===== src/rtl/sc_rx_pkg.sv =====
package sc_rx_pkg;

    localparam int CHAR_W   = 8;
    localparam int WB_READY = 0;
    localparam int WB_PERR  = 1;

    typedef enum logic [1:0] {
        ST_IDLE,
        ST_DATA,
        ST_PAR
    } rx_state_e;

    typedef struct packed {
        logic clr_perr;
        logic clr_ready;
    } flag_clr_t;

    typedef struct packed {
        logic load;
        logic perr_set;
    } evt_act_t;

    // 1 when the received ones count does not match the selected sense
    function automatic logic parity_bad(logic data_xor, logic pbit, logic odd_sel);
        return data_xor ^ pbit ^ odd_sel;
    endfunction

endpackage


===== src/rtl/sc_rx_frame.sv =====
module sc_rx_frame
    import sc_rx_pkg::*;
#(
    parameter int W = CHAR_W
) (
    input  logic         clk,
    input  logic         rst,
    input  logic         rx_en,
    input  logic         bit_tick,
    input  logic         rx_line,
    input  logic         odd_par,
    output logic         evt_valid,
    output logic         evt_bad,
    output logic [W-1:0] evt_data
);
    localparam int CNT_W = (W > 1) ? $clog2(W) : 1;

    rx_state_e      state;
    logic [CNT_W-1:0] cnt;
    logic [W-1:0]   shreg;

    always_ff @(posedge clk) begin
        if (rst || !rx_en) begin
            state <= ST_IDLE;
            cnt   <= '0;
        end else if (bit_tick) begin
            unique case (state)
                ST_IDLE: begin
                    if (!rx_line) begin
                        state <= ST_DATA;
                        cnt   <= '0;
                    end
                end
                ST_DATA: begin
                    if (cnt == CNT_W'(W - 1)) state <= ST_PAR;
                    else                      cnt   <= cnt + 1'b1;
                end
                ST_PAR:  state <= ST_IDLE;
                default: state <= ST_IDLE;
            endcase
        end
    end

    always_ff @(posedge clk) begin
        if (rst) begin
            shreg <= '0;
        end else if (rx_en && bit_tick && state == ST_DATA) begin
            shreg <= {rx_line, shreg[W-1:1]};
        end
    end

    assign evt_valid = rx_en && bit_tick && (state == ST_PAR);
    assign evt_data  = shreg;
    assign evt_bad   = parity_bad(^shreg, rx_line, odd_par);

    AST_SINGLE_EVT: assert property (@(posedge clk) disable iff (rst)
        evt_valid |=> !evt_valid);

    AST_START_NEEDS_TICK: assert property (@(posedge clk) disable iff (rst)
        (state == ST_IDLE && !bit_tick) |=> state == ST_IDLE);

endmodule


===== src/rtl/sc_rx_flags.sv =====
module sc_rx_flags
    import sc_rx_pkg::*;
#(
    parameter int W = CHAR_W
) (
    input  logic         clk,
    input  logic         rst,
    input  logic         mode_t1,
    input  logic         evt_valid,
    input  logic         evt_bad,
    input  logic [W-1:0] evt_data,
    input  logic         wr_en,
    input  logic [1:0]   wr_data,
    output logic [W-1:0] rx_data,
    output logic         rx_ready,
    output logic         par_err
);
    flag_clr_t clr;
    evt_act_t  act;

    always_comb begin
        clr.clr_ready = wr_en && !wr_data[WB_READY];
        clr.clr_perr  = wr_en && !wr_data[WB_PERR];
        act.load      = evt_valid && (!evt_bad || mode_t1);
        act.perr_set  = evt_valid && evt_bad;
    end

    always_ff @(posedge clk) begin
        if (rst)                rx_data <= '0;
        else if (act.load)      rx_data <= evt_data;
    end

    always_ff @(posedge clk) begin
        if (rst)                rx_ready <= 1'b0;
        else if (act.load)      rx_ready <= 1'b1;
        else if (clr.clr_ready) rx_ready <= 1'b0;
    end

    always_ff @(posedge clk) begin
        if (rst)                par_err <= 1'b0;
        else if (act.perr_set)  par_err <= 1'b1;
        else if (clr.clr_perr)  par_err <= 1'b0;
    end

    AST_PERR_SET: assert property (@(posedge clk) disable iff (rst)
        (evt_valid && evt_bad) |=> par_err);

    AST_PERR_STICKY: assert property (@(posedge clk) disable iff (rst)
        (par_err && !(wr_en && !wr_data[1])) |=> par_err);

    AST_PERR_CAUSE: assert property (@(posedge clk) disable iff (rst)
        $rose(par_err) |-> $past(evt_valid && evt_bad));

    AST_T0_DROP: assert property (@(posedge clk) disable iff (rst)
        (evt_valid && evt_bad && !mode_t1) |=> $stable(rx_data));

    AST_T1_DELIVER: assert property (@(posedge clk) disable iff (rst)
        (evt_valid && evt_bad && mode_t1) |=> (rx_ready && rx_data == $past(evt_data)));

    AST_GOOD_LOAD: assert property (@(posedge clk) disable iff (rst)
        (evt_valid && !evt_bad) |=> rx_ready);

endmodule


===== src/rtl/sc_char_rx.sv =====
module sc_char_rx
    import sc_rx_pkg::*;
#(
    parameter int DATA_W = CHAR_W
) (
    input  logic              clk,
    input  logic              rst,
    input  logic              rx_en,
    input  logic              mode_t1,
    input  logic              odd_par,
    input  logic              bit_tick,
    input  logic              rx_line,
    input  logic              wr_en,
    input  logic [1:0]        wr_data,
    output logic [DATA_W-1:0] rx_data,
    output logic              rx_ready,
    output logic              par_err
);
    logic              evt_valid;
    logic              evt_bad;
    logic [DATA_W-1:0] evt_data;

    sc_rx_frame #(.W(DATA_W)) u_frame (
        .clk       (clk),
        .rst       (rst),
        .rx_en     (rx_en),
        .bit_tick  (bit_tick),
        .rx_line   (rx_line),
        .odd_par   (odd_par),
        .evt_valid (evt_valid),
        .evt_bad   (evt_bad),
        .evt_data  (evt_data)
    );

    sc_rx_flags #(.W(DATA_W)) u_flags (
        .clk       (clk),
        .rst       (rst),
        .mode_t1   (mode_t1),
        .evt_valid (evt_valid),
        .evt_bad   (evt_bad),
        .evt_data  (evt_data),
        .wr_en     (wr_en),
        .wr_data   (wr_data),
        .rx_data   (rx_data),
        .rx_ready  (rx_ready),
        .par_err   (par_err)
    );

    AST_DISABLED_HOLD: assert property (@(posedge clk) disable iff (rst)
        (!rx_en && !wr_en) |=> ($stable(par_err) && $stable(rx_ready) && $stable(rx_data)));

endmodule


===== config.mk =====
export PLATFORM = sky130hd
export DESIGN_NAME = sc_char_rx
export DESIGN_NICKNAME = d
export VERILOG_FILES = /design/src/rtl/sc_rx_pkg.sv /design/src/rtl/sc_rx_frame.sv /design/src/rtl/sc_rx_flags.sv /design/src/rtl/sc_char_rx.sv
export SDC_FILE = /design/constraint.sdc
export NUM_CORES = 1
export LEC_CHECK = 0
export BUFFER_PORTS_ARGS = -buffer_cell sky130_fd_sc_hd__buf_2
export CAP_MARGIN = 20
export CORE_ASPECT_RATIO = 0.8
export CORE_MARGIN = 2
export CORE_UTILIZATION = 51
export CTS_CLUSTER_SIZE = 20
export DETAILED_ROUTE_END_ITERATION = 10
export PLACE_DENSITY = 0.76
export SKIP_CTS_REPAIR_TIMING = 1
export SYNTH_ARGS = -nofsm -noshare
export SYNTH_HDL_FRONTEND = slang
export SYNTH_SLANG_ARGS = --single-unit

===== constraint.sdc =====
create_clock -name clk -period 1.6 [get_ports clk]
set_input_delay 0.08 -clock clk [delete_from_list [all_inputs] [get_ports clk]]
set_output_delay 0.08 -clock clk [all_outputs]
set_load 0.02 [all_outputs]

==> metrics.txt <==
Synth top area share=31.8%; Startpoint Class=register; Yosys top cell by area=dfxtp_1; Syn Area/Cell=7.95 sq um; Arr. time, crit path=2.05 ns; DRC=0; worst rel slew slack=46.5%; DRT Wirelength=3.97 mm; CTS buffer count=3; clk_skew=0.0160 ns; Critical Path Stages=5; Worst Hold Class=input pin to register; RSZ-0062 raised after global routing=yes; Initial DRC Count=260; post-route clock period utilization=111%; global placer's final weighted congestion=0.813; Die ar.=0.00328 sq mm; CP max-delay cell=xor3_2; sequential fraction of the synthesis area=31.8%; top cells by area, synth=dfxtp_1, nor3_1, nand2_1, clkbuf_8, a21oi_1; detailed-route wire length per cell=15.6 um; Reg2Reg Setup Slack=-0.18 ns; worst-margin pin slew=0.797 ns; Port Buffers=19; delay-heaviest family, CP=XOR/XNOR gates; die width=63.5 um; Final setup viols=10; total track usage=20.6%; first-pass GRT wire length=5.48 mm; Die H=51.6 um; Synth Net Count=194; ANT cells=0; Hold Fails Final Rpt=0; fin area=0.00193 sq mm; r2r endpoint=u_flags.rx_data[5]; Post-Place Cell Area=0.00161 sq mm; hold_ws=0.0658 ns; TritonCTS clock tree=done; pre-CTS setup slack=-0.189 ns; Initial Util=53.1%; R2R Path Start=u_frame.evt_data[4]; crit end category=register; CP Launch Point=u_frame.evt_data[4]; FMAX=561 MHz; CP endpoint=u_flags.rx_data[5]; crit-path max FO=8; WP data required=1.87 ns; Area growth, synth to finish=33.4%; CTS sink count=23; VDD IR-drop max=609 uV; Final Non-Filler Cells=254; initial antenna violation count=0; crit-path max cell delay=0.59 ns; CTS max path bufs=2; ratio of cells with drive above 1 in the final layout=38.0%; pin count of the biggest net entering global routing=20; CTS root buf=clkbuf_4; post-layout minimum cycle time=1.78 ns; # IOs=20; number of synthesized register bits=23; Antenna Violating Nets Remaining=0; Worst Setup Path Type=register to register; Core Rows=17; Crit path buffers/inverters=0; critical path cell sequence=xnor2_4, xor3_2, nor3_1, nor4_1, a31oi_1; max cap viols=0; Yosys cell types=25; final net count=229; Final WS setup=-0.183 ns; number of vias per cell=6.05; yosys warns=0; FF-to-FF path depth=5; synthesized area=0.00145 sq mm; Core ar.=0.00272 sq mm; Detailed Routing Iterations Pass 1=4; Post-Route Utilization=70.9%; via count=1537; Slew Limit Fails=0; placed cells=242; P per Cell Area=516 mW/mm^2; vias in the first global route=1311; Clock transition at path regs=0.15 ns; Post-Synthesis Cells=182; failing checks=setup timing; leak pwr=0.712 nW; clock latency on the worst-skew pair=0.33 ns; HPWL after detailed placement=2.23 mm; status=finished with violations; H-tree depth=1; GRT Residual Overflow=0; commonest non-fill, non-tap cell in the layout=nand2_1; most frequent cells in the layout=nand2_1, buf_2, nor3_1
-- how the worst min path moves through the flow --
stage	cells after the start	startpoint	to
global route	3	wr_data[0]	u_flags.rx_ready
global placement	3	wr_data[0]	u_flags.rx_ready
floorplan	2	rx_line	u_frame.evt_data[7]
finish	3	wr_data[0]	u_flags.rx_ready
detailed placement	3	wr_data[0]	u_flags.rx_ready
CTS	3	wr_data[0]	u_flags.rx_ready
-- metrics by stage --
| stage | total power, mW | setup TNS (ns) |
|---|---|---|
| after floorplan | 0.670 | -0.242 |
| after global placement | 0.678 | -0.872 |
| after detailed placement | 0.682 | -1.39 |
| after CTS | 0.964 | -1.55 |
| after global routing | 1.03 | -1.89 |
| final | 0.995 | -1.13 |
-- cells by family after synthesis --
kind of cell               share of synthesized area (%)
buffers and inverters                               9.17
adders and majority gates                           1.73
xor gates and xnor gates                            9.26
AOI/OAI and AO/OA                                   9.69
DFF                                                 31.8
and+or+nand+nor                                     38.3
-- layer usage --
metal,share of wire [%],track usage [%],up-vias
met2,50,37.7,67
met4,2.5,4.35,0
li1,-,-,720
met5,0,0,-
met1,42,25.4,735
met3,5.9,4.11,15
-- cell usage after synthesis --
cell type / count
and4b_1: 2
xor2_2: 2
inv_1: 1
o21ai_0: 4
buf_6: 1
nor2_1: 5
nand2_1: 35
clkbuf_1: 2
nand3_1: 10
nor3_1: 32
nor4_1: 8
or2b_2: 2
dfxtp_1: 23
ha_1: 2
nor2b_1: 2
nand2b_1: 10
xor3_2: 1
nand4b_1: 1
clkbuf_8: 8
nor3b_1: 1
xnor3_2: 1
a31oi_1: 8
xnor2_1: 6
nand4b_2: 1
a21oi_1: 14
-- state kept, by name, summed over array words and instances (netlist names) --
| signal | flops |
|---|---|
| u_flags.par_err | 1 |
| u_flags.rx_data | 8 |
| u_flags.rx_ready | 1 |
| u_frame.cnt | 3 |
| u_frame.evt_data | 8 |
| u_frame.state | 2 |
-- cell type report --
class                   count  area (sq um)
clock buffers               3          22.5
clock inverters             1          5.00
fillers                   216           793
inverters                   1          3.75
multi-input cells         150          1100
flip-flops and latches     23           475
well taps                  38          47.5
repair buffers             38           275
-- where the power goes --
group	switching [mW]	internal [mW]
Clock	0.193	0.0938
Combinational	0.0814	0.0553
Sequential	0.00101	0.570
-- worst reg2reg max path, cell delays in order, from the launching register on --
cell     delay, ns
dfxtp_4       0.39
xnor2_4       0.23
xor3_2        0.59
nor3_1        0.28
nor4_1        0.10
a31oi_1       0.14
No activity file was read; power rests on OpenSTA's default activity.
